===== config.mk =====
export PLATFORM = sky130hd
export DESIGN_NAME = flash_cmd_ctrl
export DESIGN_NICKNAME = d
export VERILOG_FILES = /design/src/rtl/flash_cmd_pkg.sv /design/src/rtl/flash_busy_timer.sv /design/src/rtl/flash_status_reg.sv /design/src/rtl/flash_cmd_decode.sv /design/src/rtl/flash_cmd_ctrl.sv
export SDC_FILE = /design/constraint.sdc
export NUM_CORES = 1
export LEC_CHECK = 0
export CORE_UTILIZATION = 30
export CTS_BUF_LIST = sky130_fd_sc_hd__clkbuf_16
export DETAILED_ROUTE_END_ITERATION = 6
export PLACE_DENSITY = 0.56
export SLEW_MARGIN = 15
export SYNTH_ARGS = -nofsm -noshare
export SYNTH_HDL_FRONTEND = slang
export SYNTH_SLANG_ARGS = --single-unit

===== constraint.sdc =====
create_clock -name clk -period 2.3 [get_ports clk]
set_input_delay 0.46 -clock clk [delete_from_list [all_inputs] [get_ports clk]]
set_output_delay 0.46 -clock clk [all_outputs]
set_load 0.02 [all_outputs]

===== src/rtl/flash_cmd_pkg.sv =====
package flash_cmd_pkg;

  typedef enum logic [1:0] {RM_ARRAY, RM_STATUS, RM_IDENT, RM_QUERY} rd_mode_e;
  typedef enum logic [1:0] {OP_WORD, OP_ERASE, OP_BUFFER, OP_ENHANCED} eng_op_e;
  typedef enum logic [2:0] {
    SQ_IDLE, SQ_WORD_DATA, SQ_ERASE_CONF, SQ_BUF_COUNT,
    SQ_BUF_WORDS, SQ_BUF_CONF, SQ_ENH_CONF
  } seq_e;

  localparam logic [7:0] CMD_ARRAY    = 8'hFF;
  localparam logic [7:0] CMD_STATUS   = 8'h70;
  localparam logic [7:0] CMD_IDENT    = 8'h90;
  localparam logic [7:0] CMD_QUERY    = 8'h98;
  localparam logic [7:0] CMD_CLR_ERR  = 8'h50;
  localparam logic [7:0] CMD_WORD     = 8'h40;
  localparam logic [7:0] CMD_ERASE    = 8'h20;
  localparam logic [7:0] CMD_BUFFER   = 8'hE8;
  localparam logic [7:0] CMD_ENHANCED = 8'h80;
  localparam logic [7:0] CMD_SUSPEND  = 8'hB0;
  localparam logic [7:0] CMD_CONFIRM  = 8'hD0;

  // Buffered count check: operand carries word count minus one
  function automatic logic count_fits(input logic [15:0] cm1, input int unsigned max_words);
    return 32'(cm1) < max_words;
  endfunction

  // Status byte layout
  function automatic logic [7:0] pack_status(input logic busy, input logic susp,
                                             input logic [1:0] err);
    return {~busy, susp, err, 4'b0000};
  endfunction

  // Read data selection per mode
  function automatic logic [15:0] pick_read(input rd_mode_e m, input logic [15:0] arr,
                                            input logic [7:0] sr, input logic [15:0] id,
                                            input logic [7:0] q);
    case (m)
      RM_ARRAY:  return arr;
      RM_STATUS: return {8'h00, sr};
      RM_IDENT:  return id;
      default:   return {8'h00, q};
    endcase
  endfunction

endpackage


===== src/rtl/flash_busy_timer.sv =====
module flash_busy_timer #(
  parameter int unsigned LAT = 64,
  localparam int unsigned CW = $clog2(LAT + 1)
) (
  input  logic          clk,
  input  logic          rst_n,
  input  logic          start,
  input  logic          freeze,
  output logic          busy,
  output logic [CW-1:0] cnt
);

  always_ff @(posedge clk or negedge rst_n) begin
    if (!rst_n)                     cnt <= '0;
    else if (start)                 cnt <= CW'(LAT);
    else if (busy && !freeze)       cnt <= cnt - 1'b1;
  end

  assign busy = (cnt != '0);

endmodule


===== src/rtl/flash_status_reg.sv =====
module flash_status_reg
  import flash_cmd_pkg::*;
(
  input  logic       clk,
  input  logic       rst_n,
  input  logic       busy,
  input  logic       set_err,
  input  logic       clr_err,
  input  logic       susp_set,
  input  logic       susp_clr,
  output logic [7:0] sr,
  output logic       suspended
);

  logic [1:0] err_q;

  always_ff @(posedge clk or negedge rst_n) begin
    if (!rst_n) begin
      err_q     <= 2'b00;
      suspended <= 1'b0;
    end else begin
      if (set_err)      err_q <= 2'b11;
      else if (clr_err) err_q <= 2'b00;
      if (susp_set)      suspended <= 1'b1;
      else if (susp_clr) suspended <= 1'b0;
    end
  end

  assign sr = pack_status(busy, suspended, err_q);

endmodule


===== src/rtl/flash_cmd_decode.sv =====
module flash_cmd_decode
  import flash_cmd_pkg::*;
#(
  parameter int unsigned AW      = 25,
  parameter int unsigned BUF_MAX = 512,
  localparam int unsigned NW     = $clog2(BUF_MAX + 1)
) (
  input  logic          clk,
  input  logic          rst_n,
  input  logic          wr_en,
  input  logic [AW-1:0] wr_addr,
  input  logic [15:0]   wr_data,
  input  logic          busy,
  input  logic          suspended,
  output logic          start_req,
  output eng_op_e       start_op,
  output logic [AW-1:0] start_addr,
  output logic [15:0]   start_data,
  output logic          seq_err,
  output logic          clr_evt,
  output logic          susp_evt,
  output logic          resume_evt,
  output logic          word_evt,
  output rd_mode_e      rd_mode
);

  seq_e          seq_q, seq_d;
  rd_mode_e      mode_d;
  eng_op_e       op_q, op_d;
  logic [AW-1:0] base_q, base_d;
  logic [15:0]   cm1_q, cm1_d;
  logic [NW-1:0] left_q, left_d;
  logic [7:0]    cmd;

  assign cmd = wr_data[7:0];

  always_comb begin
    seq_d      = seq_q;
    mode_d     = rd_mode;
    op_d       = op_q;
    base_d     = base_q;
    cm1_d      = cm1_q;
    left_d     = left_q;
    start_req  = 1'b0;
    start_op   = op_q;
    start_addr = wr_addr;
    start_data = wr_data;
    seq_err    = 1'b0;
    clr_evt    = 1'b0;
    susp_evt   = 1'b0;
    resume_evt = 1'b0;
    word_evt   = 1'b0;
    if (wr_en) begin
      if (busy) begin
        if (op_q != OP_ENHANCED) begin
          if (cmd == CMD_STATUS)                     mode_d = RM_STATUS;
          else if (!suspended && cmd == CMD_SUSPEND) susp_evt = 1'b1;
          else if (suspended && cmd == CMD_CONFIRM)  resume_evt = 1'b1;
        end
      end else begin
        case (seq_q)
          SQ_IDLE: begin
            case (cmd)
              CMD_ARRAY:    mode_d = RM_ARRAY;
              CMD_STATUS:   mode_d = RM_STATUS;
              CMD_IDENT:    mode_d = RM_IDENT;
              CMD_QUERY:    mode_d = RM_QUERY;
              CMD_CLR_ERR:  clr_evt = 1'b1;
              CMD_WORD:     begin mode_d = RM_STATUS; seq_d = SQ_WORD_DATA;  end
              CMD_ERASE:    begin mode_d = RM_STATUS; seq_d = SQ_ERASE_CONF; end
              CMD_BUFFER:   begin mode_d = RM_STATUS; seq_d = SQ_BUF_COUNT;  end
              CMD_ENHANCED: begin mode_d = RM_STATUS; seq_d = SQ_ENH_CONF;   end
              default: ;
            endcase
          end
          SQ_WORD_DATA: begin
            start_req = 1'b1;
            start_op  = OP_WORD;
            seq_d     = SQ_IDLE;
          end
          SQ_ERASE_CONF: begin
            if (cmd == CMD_CONFIRM) begin
              start_req = 1'b1;
              start_op  = OP_ERASE;
            end else begin
              seq_err = 1'b1;
            end
            seq_d = SQ_IDLE;
          end
          SQ_BUF_COUNT: begin
            if (count_fits(wr_data, BUF_MAX)) begin
              base_d = wr_addr;
              cm1_d  = wr_data;
              left_d = wr_data[NW-1:0] + 1'b1;
              seq_d  = SQ_BUF_WORDS;
            end else begin
              seq_err = 1'b1;
              seq_d   = SQ_IDLE;
            end
          end
          SQ_BUF_WORDS: begin
            word_evt = 1'b1;
            left_d   = left_q - 1'b1;
            if (left_q == NW'(1)) seq_d = SQ_BUF_CONF;
          end
          SQ_BUF_CONF: begin
            if (cmd == CMD_CONFIRM) begin
              start_req  = 1'b1;
              start_op   = OP_BUFFER;
              start_addr = base_q;
              start_data = cm1_q;
            end else begin
              seq_err = 1'b1;
            end
            seq_d = SQ_IDLE;
          end
          SQ_ENH_CONF: begin
            if (cmd == CMD_CONFIRM) begin
              start_req = 1'b1;
              start_op  = OP_ENHANCED;
            end else begin
              seq_err = 1'b1;
            end
            seq_d = SQ_IDLE;
          end
          default: seq_d = SQ_IDLE;
        endcase
        if (seq_err) mode_d = RM_STATUS;
        if (start_req) op_d = start_op;
      end
    end
  end

  always_ff @(posedge clk or negedge rst_n) begin
    if (!rst_n) begin
      seq_q   <= SQ_IDLE;
      rd_mode <= RM_ARRAY;
      op_q    <= OP_WORD;
      base_q  <= '0;
      cm1_q   <= '0;
      left_q  <= '0;
    end else begin
      seq_q   <= seq_d;
      rd_mode <= mode_d;
      op_q    <= op_d;
      base_q  <= base_d;
      cm1_q   <= cm1_d;
      left_q  <= left_d;
    end
  end

endmodule


===== src/rtl/flash_cmd_ctrl.sv =====
module flash_cmd_ctrl
  import flash_cmd_pkg::*;
#(
  parameter int unsigned AW      = 25,
  parameter int unsigned BUF_MAX = 512,
  parameter int unsigned LAT     = 64
) (
  input  logic          clk,
  input  logic          rst_n,
  input  logic          wr_en,
  input  logic [AW-1:0] wr_addr,
  input  logic [15:0]   wr_data,
  input  logic [15:0]   arr_rdata,
  input  logic [15:0]   id_rdata,
  input  logic [7:0]    qry_rdata,
  output logic [15:0]   rd_data,
  output logic [1:0]    rd_mode,
  output logic          eng_start,
  output logic [1:0]    eng_op,
  output logic [AW-1:0] eng_addr,
  output logic [15:0]   eng_data,
  output logic          buf_wr,
  output logic [AW-1:0] buf_addr,
  output logic [15:0]   buf_data
);

  localparam int unsigned CW = $clog2(LAT + 1);

  // Named internal events (also observed by the bound checker)
  logic          busy, suspended, freeze;
  logic          start_req, seq_err, clr_evt, susp_evt, resume_evt, word_evt;
  eng_op_e       start_op;
  logic [AW-1:0] start_addr;
  logic [15:0]   start_data;
  rd_mode_e      mode;
  logic [7:0]    sr;
  logic [CW-1:0] tmr_cnt;

  flash_cmd_decode #(.AW(AW), .BUF_MAX(BUF_MAX)) u_dec (
    .clk(clk), .rst_n(rst_n), .wr_en(wr_en), .wr_addr(wr_addr), .wr_data(wr_data),
    .busy(busy), .suspended(suspended),
    .start_req(start_req), .start_op(start_op), .start_addr(start_addr),
    .start_data(start_data), .seq_err(seq_err), .clr_evt(clr_evt),
    .susp_evt(susp_evt), .resume_evt(resume_evt), .word_evt(word_evt),
    .rd_mode(mode)
  );

  assign freeze = (suspended | susp_evt) & ~resume_evt;

  flash_busy_timer #(.LAT(LAT)) u_tmr (
    .clk(clk), .rst_n(rst_n), .start(start_req), .freeze(freeze),
    .busy(busy), .cnt(tmr_cnt)
  );

  flash_status_reg u_sr (
    .clk(clk), .rst_n(rst_n), .busy(busy), .set_err(seq_err), .clr_err(clr_evt),
    .susp_set(susp_evt), .susp_clr(resume_evt), .sr(sr), .suspended(suspended)
  );

  always_ff @(posedge clk or negedge rst_n) begin
    if (!rst_n) begin
      eng_start <= 1'b0;
      eng_op    <= 2'd0;
      eng_addr  <= '0;
      eng_data  <= '0;
      buf_wr    <= 1'b0;
      buf_addr  <= '0;
      buf_data  <= '0;
    end else begin
      eng_start <= start_req;
      buf_wr    <= word_evt;
      if (start_req) begin
        eng_op   <= start_op;
        eng_addr <= start_addr;
        eng_data <= start_data;
      end
      if (word_evt) begin
        buf_addr <= wr_addr;
        buf_data <= wr_data;
      end
    end
  end

  assign rd_mode = mode;
  assign rd_data = pick_read(mode, arr_rdata, sr, id_rdata, qry_rdata);

endmodule


### After elaboration in Yosys (flattened, before gate mapping)

Cells that the tools add are included.

| operators by class | value |
|---|---|
| bitwise gates (word level) | 4 |
| mux-type cells | 64 |
| reductions and logical operators | 21 |
| add/sub/neg operators | 3 |
| order comparisons | 1 |
| equal/unequal tests | 26 |

Operators by type and width:

| kind | count |
|---|---|
| 25-bit two-way mux | 4 |
| 16-bit two-way mux | 4 |
| 8-bit == test, second input constant | 7 |
| 16-bit case mux with 3 select lines | 1 |
| 1-bit two-way mux | 31 |
| 8-bit by 7-bit == test with 1-bit output, second input constant | 3 |
| 2-bit two-way mux | 12 |
| 10-bit case mux with 2 select lines | 1 |
| 16-bit by 10-bit less-than comparator with 1-bit output, second input constant | 1 |
| 2-bit case mux with 4 select lines | 2 |
| 7-bit two-way mux | 2 |
| 3-bit case mux with 4 select lines | 1 |
| 4-bit AND reduction | 3 |
| 10-bit by 1-bit adder with 10-bit output, second input constant | 1 |
| 10-bit by 1-bit == test with 1-bit output, second input constant | 1 |
| 10-bit two-way mux | 1 |
| 10-bit by 1-bit subtractor with 10-bit output, second input constant | 1 |
| 3-bit == test, second input constant | 3 |
| 3-bit case mux with 3 select lines | 1 |
| 8-bit by 6-bit == test with 1-bit output, second input constant | 1 |
| 2-bit nonzero test | 4 |
| 7-bit nonzero test | 1 |
| 7-bit by 1-bit subtractor with 7-bit output, second input constant | 1 |
| 3-bit by 2-bit == test with 1-bit output, second input constant | 2 |
| 21 further kinds | 30 |

| word-level totals | value |
|---|---|
| logic and storage cells | 135 |
| input bits | 84 |
| register bits after elaboration | 154 |
| output and inout bits | 104 |

### Logic depth before layout (Yosys ltp)

| depth | value |
|---|---|
| depth after elaboration | 14 |
| mapped depth | 11 |
| mapped depth without buffers | 9 |

### Cells and area by module

A second synthesis with hierarchy kept.

| second synthesis, totals | value |
|---|---|
| cells, all modules | 682 |
| area total of the unflattened synthesis | 7,557.2 sq um |

Modules (own cells, without submodules):

| module | cells each | area each (sq um) | sequential area each (sq um) | times used |
|---|---|---|---|---|
| flash_cmd_ctrl | 210 | 3,505.9 | 2,152.1 | 1 |
| flash_cmd_decode | 415 | 3,503.4 | 1,451.4 | 1 |
| flash_busy_timer | 43 | 422.9 | 175.2 | 1 |
| flash_status_reg | 14 | 125.1 | 50.0 | 1 |

### Worst setup path after synthesis

OpenSTA, ideal clock, no wires.

| timing | value |
|---|---|
| path kind | in2reg |
| from | in wr_data[1] |
| to | reg eng_addr[10] |
| setup time | 141 ps |
| required time | 2,159 ps |
| data arrival time | 2,033 ps |
| stages | 9 |
| path buffers | 2 |
| setup slack | 126 ps |
| cells stage by stage | inv_1 ha_1 nand4bb_4 or3_4 or3_1 buf_6 buf_6 nand2_1 a31oi_1 |

| on the way | value |
|---|---|
| longest elaborated chain between the ends | 7 |
| elaborated cells between the ends (all ways) | 11 |
| those cells by class | eq/ne: 1; mux: 10 |

Ends and longest elaborated chain:

| what | RTL line | text |
|---|---|---|
| start: declaration | flash_cmd_ctrl.sv:12 | `input logic [15:0] wr_data,` |
| 8-bit == test * | flash_cmd_decode.sv:82, flash_cmd_decode.sv:107, flash_cmd_decode.sv:118 |  |
| 1-bit two-way mux | flash_cmd_decode.sv:82, flash_cmd_decode.sv:107, flash_cmd_decode.sv:118 |  |
| 1-bit case mux with 2 select lines | flash_cmd_decode.sv:61 | `case (seq_q)` |
| 1-bit two-way mux | flash_cmd_decode.sv:54 | `if (busy) begin` |
| 1-bit two-way mux | flash_cmd_decode.sv:53 | `if (wr_en) begin` |
| 1-bit two-way mux | flash_cmd_decode.sv:54 |  |
| 1-bit two-way mux | flash_cmd_decode.sv:53 |  |
| end signal: assignment | flash_cmd_ctrl.sv:74 | `eng_addr <= start_addr;` |
| end: declaration | flash_cmd_ctrl.sv:20 | `output logic [AW-1:0] eng_addr,` |

Mark *: on every way between the ends. The rest lies on a longest branch, timed or not. The select of a mux whose other input is x is not followed.
A chain may end at the register's enable or synchronous reset.

### Worst setup path in the final report

| timing | value |
|---|---|
| from | reg u_tmr.cnt[0] |
| to | out rd_data[7] |

| on the way | value |
|---|---|
| longest elaborated chain between the ends | 3 |

Ends and longest elaborated chain:

| what | RTL line | text |
|---|---|---|
| start: declaration | flash_busy_timer.sv:10 | `output logic [CW-1:0] cnt` |
| start signal: assignment | flash_busy_timer.sv:15 | `else if (start) cnt <= CW'(LAT);` |
| start signal: assignment | flash_busy_timer.sv:16 | `else if (busy && !freeze) cnt <= cnt - 1'b1;` |
| 7-bit nonzero test | flash_busy_timer.sv:19 | `assign busy = (cnt != '0);` |
| 1-bit NOT (no source line) | -- |  |
| 16-bit case mux with 3 select lines | flash_cmd_pkg.sv:37 | `case (m)` |
| end: declaration | flash_cmd_ctrl.sv:16 | `output logic [15:0] rd_data,` |

No other way between the ends.

==> impl_metrics.json <==
{
  "clk_latency_ns": 0.43,
  "antenna_found_initial": 0,
  "cp-end-kind": "primary output",
  "vias": 6561,
  "violations": "negative setup slack",
  "clock.fmax_mhz": 429.2,
  "drt.antenna.violating_nets": 0,
  "fillers": 2336,
  "cp_data_arrival_time_ns": 1.87,
  "clk_pin_slew_worst_paths_ns": 0.06,
  "first_global_vias": 6307,
  "p_per_area_nw_per_um2": 1028,
  "yosys_warnings": 0,
  "dp.cells": 1350,
  "cts_sinks": 153,
  "synth-edff-count": 0,
  "finalSetupViolations": 1,
  "fin_crit_sh_pct": 101.3,
  "syn_nets": 902,
  "ys_seq_elements": 153,
  "die-area_um2": 24730,
  "switching_share_pct": 36.06,
  "synth_ff_type": "dfrtp_1",
  "grt-ovfl-total": 0,
  "fin_cells": 1395,
  "fin_util_pct": 45.59,
  "p_comb_share_pct": 40.5,
  "synth_commonest_cells": "nand2_1, dfrtp_1, nor2_1",
  "clockBufferDepth": 2,
  "min_path_type": "in -> reg",
  "fin_crit_ns": 2.330,
  "cp_data_required_time_ns": 1.84,
  "intPower_mw": 7.051,
  "start_util_pct": 30.71,
  "final_nets": 1156,
  "area_growth_pct": 48.43,
  "io_pins": 188,
  "yosysSeqAreaShare_pct": 52.95,
  "yosys.area.top_type": "dfrtp_1",
  "synth_top_area_share_pct": 52.95,
  "fp-row-count": 56,
  "multiInputGateArea_um2": 3186,
  "switching_power_mw": 3.977,
  "avgSynthCellArea_um2": 8.938,
  "place_area_um2": 9981,
  "die_w_um": 157.3,
  "n_antenna_cell": 0,
  "clkPwrFrac_pct": 24.3,
  "grt_pass1_wl_um": 33870,
  "synth.distinct_cells": 56,
  "die_y_um": 157.3,
  "synth_cells": 809,
  "rrSetupSlack_ns": 0.15,
  "crit_fanout": 2,
  "htreeDepth": 4,
  "cap_violations": 0,
  "hold_viol": 0,
  "criticalPathCategory": "reg -> out",
  "grt_max_degree": 70,
  "vias_per_cell": 4.703,
  "postRouteWirelength_um": 21870,
  "worst_pin_slew_ns": 0.4492,
  "coreArea_um2": 23540,
  "post-dp-hpwl_um": 15050,
  "drc_errors": 0,
  "fin_area_um2": 10730,
  "numCtsBuffers": 17,
  "wire_per_inst_um": 15.68,
  "cts_root_buffer": "clkbuf_16",
  "cts_tree": "done",
  "yosysMostFrequentCell": "nand2_1",
  "ir_drop_mv": 0.4677,
  "finalClockSkew_ns": 0.01411,
  "netlist_area_um2": 7231,
  "synthTopCellsByArea": "dfrtp_1, nand2_1, nor2_1",
  "rsz0062_at_grt": "true",
  "gp_congestion": 0.8290,
  "worst_setup_path_start_kind": "flip-flop",
  "synthArstFlopShare_pct": 100.0,
  "p_leak_nw": 5.123,
  "slew_headroom_pct": 69.78,
  "regArea_um2": 3831,
  "seqPwrFrac_pct": 35.2,
  "firstDrtPassIters": 4,
  "port_buffers": 187,
  "drive_above_1_share_pct": 15.43,
  "setup_ws_ns": -0.02969,
  "outcome": "complete, but fails checks",
  "maxSlewViolCount": 0,
  "drtIter0Drc": 252,
  "grt_usage_pct": 17.70
}
[power by group through the flow]
| stage | registers [mW] | logic (mW) | clock network (mW) |
|---|---|---|---|
| global placement | 3.92 | 4.50 | 0 |
| finish | 3.88 | 4.47 | 2.68 |
| floorplan | 4.50 | 1.68 | 0 |
| detailed placement | 3.92 | 4.54 | 0 |
| CTS | 3.89 | 4.46 | 2.74 |
| global route | 3.99 | 4.84 | 2.86 |
[cell type report]
class | instances | area share (%)
clock inverter | 15 | 1.212
inverter | 13 | 0.4780
timing repair buffer | 281 | 25.25
tap | 319 | 3.719
clock buffer | 17 | 3.964
sequential | 153 | 35.70
multi-input combinational | 597 | 29.68
[worst paths after layout]
kind                       depth (start not counted)    startpoint                to
max in group asynchronous                          3         rst_n  u_dec.base_q[24]
hold reg to reg                                    2     eng_op[1]         eng_op[1]
hold / removal                                     3    wr_data[0]       buf_data[0]
min in group asynchronous                          2         rst_n       buf_addr[6]
setup / recovery                                   6  u_tmr.cnt[0]        rd_data[7]
setup reg to reg                                   8  u_tmr.cnt[2]   u_dec.base_q[0]
[flip-flops by register name, summed over array words and instances, names as in the netlist]
signal	count
eng_addr	25
buf_wr	1
u_dec.left_q	10
u_dec.rd_mode	2
eng_data	16
u_dec.op_q	2
buf_data	16
u_dec.seq_q	3
eng_start	1
u_sr.suspended	1
u_tmr.cnt	7
u_dec.base_q	25
u_sr.err_q	1
u_dec.cm1_q	16
buf_addr	25
eng_op	2
[metal layers]
metal	vias up	routed length, um	track usage, %
met3	25	1328	4.185
met1	3153	9847	23.03
met2	179	10270	28.57
met4	0	422	6.426
li1	3204	-	-
met5	-	0	0
[critical path: stages, from the launching register on]
cell,delay [ns]
dfrtp_1,0.36
inv_2,0.06
ha_4,0.15
nor2b_4,0.12
and2_4,0.15
mux4_2,0.47
buf_6,0.15
[cell families after synthesis]
group | Yosys count | synth area share (%)
muxes | 30 | 5.070
and+or+nand+nor | 423 | 24.76
xor gates and xnor gates | 13 | 1.575
DFF | 153 | 52.95
buffers and inverters | 59 | 3.720
adders and majority gates | 9 | 1.557
AOI/OAI and AO/OA | 122 | 10.37
[placed cells by master, fill, tap and decap left out, types with 9 or more instances in the layout]
| master | n |
|---|---|
| clkbuf_16 | 20 |
| buf_4 | 81 |
| xnor2_1 | 10 |
| clkdlybuf4s50_1 | 167 |
| dlygate4sd2_1 | 15 |
| nand2_1 | 283 |
| a31oi_1 | 39 |
| a21oi_1 | 20 |
| mux2_2 | 13 |
| dfrtp_1 | 151 |
| nor2_1 | 75 |
| and2_1 | 9 |
| nor3_1 | 14 |
| mux2i_1 | 13 |
| o21ai_0 | 33 |
[repair_timing]
| action | 4_1_cts | 5_1_grt |
|---|---|---|
| setup buffers | 0 | 8 |
| hold buffers | 1 | 0 |
| pin swaps | 0 | 7 |
| gates cloned | 0 | 4 |
| gates resized for setup | 24 | 17 |
| endpoints found under the hold margin | 38 | 0 |
| setup endpoints to repair | 16 | 67 |
[metrics by stage]
step                hold WS [ns]  total power [mW]  setup WS, ns  setup TNS [ns]
finish                    0.3840             11.03      -0.02969        -0.02969
global route              0.4079             11.69       -0.1045         -0.1045
CTS                       0.4772             11.08       -0.1338         -0.1338
detailed placement        0.4124             8.458       -0.4247          -27.01
global placement          0.4054             8.425       -0.3691          -24.75
floorplan                 0.1644             6.171        0.1257               0
(Power assumes the default switching activity.)
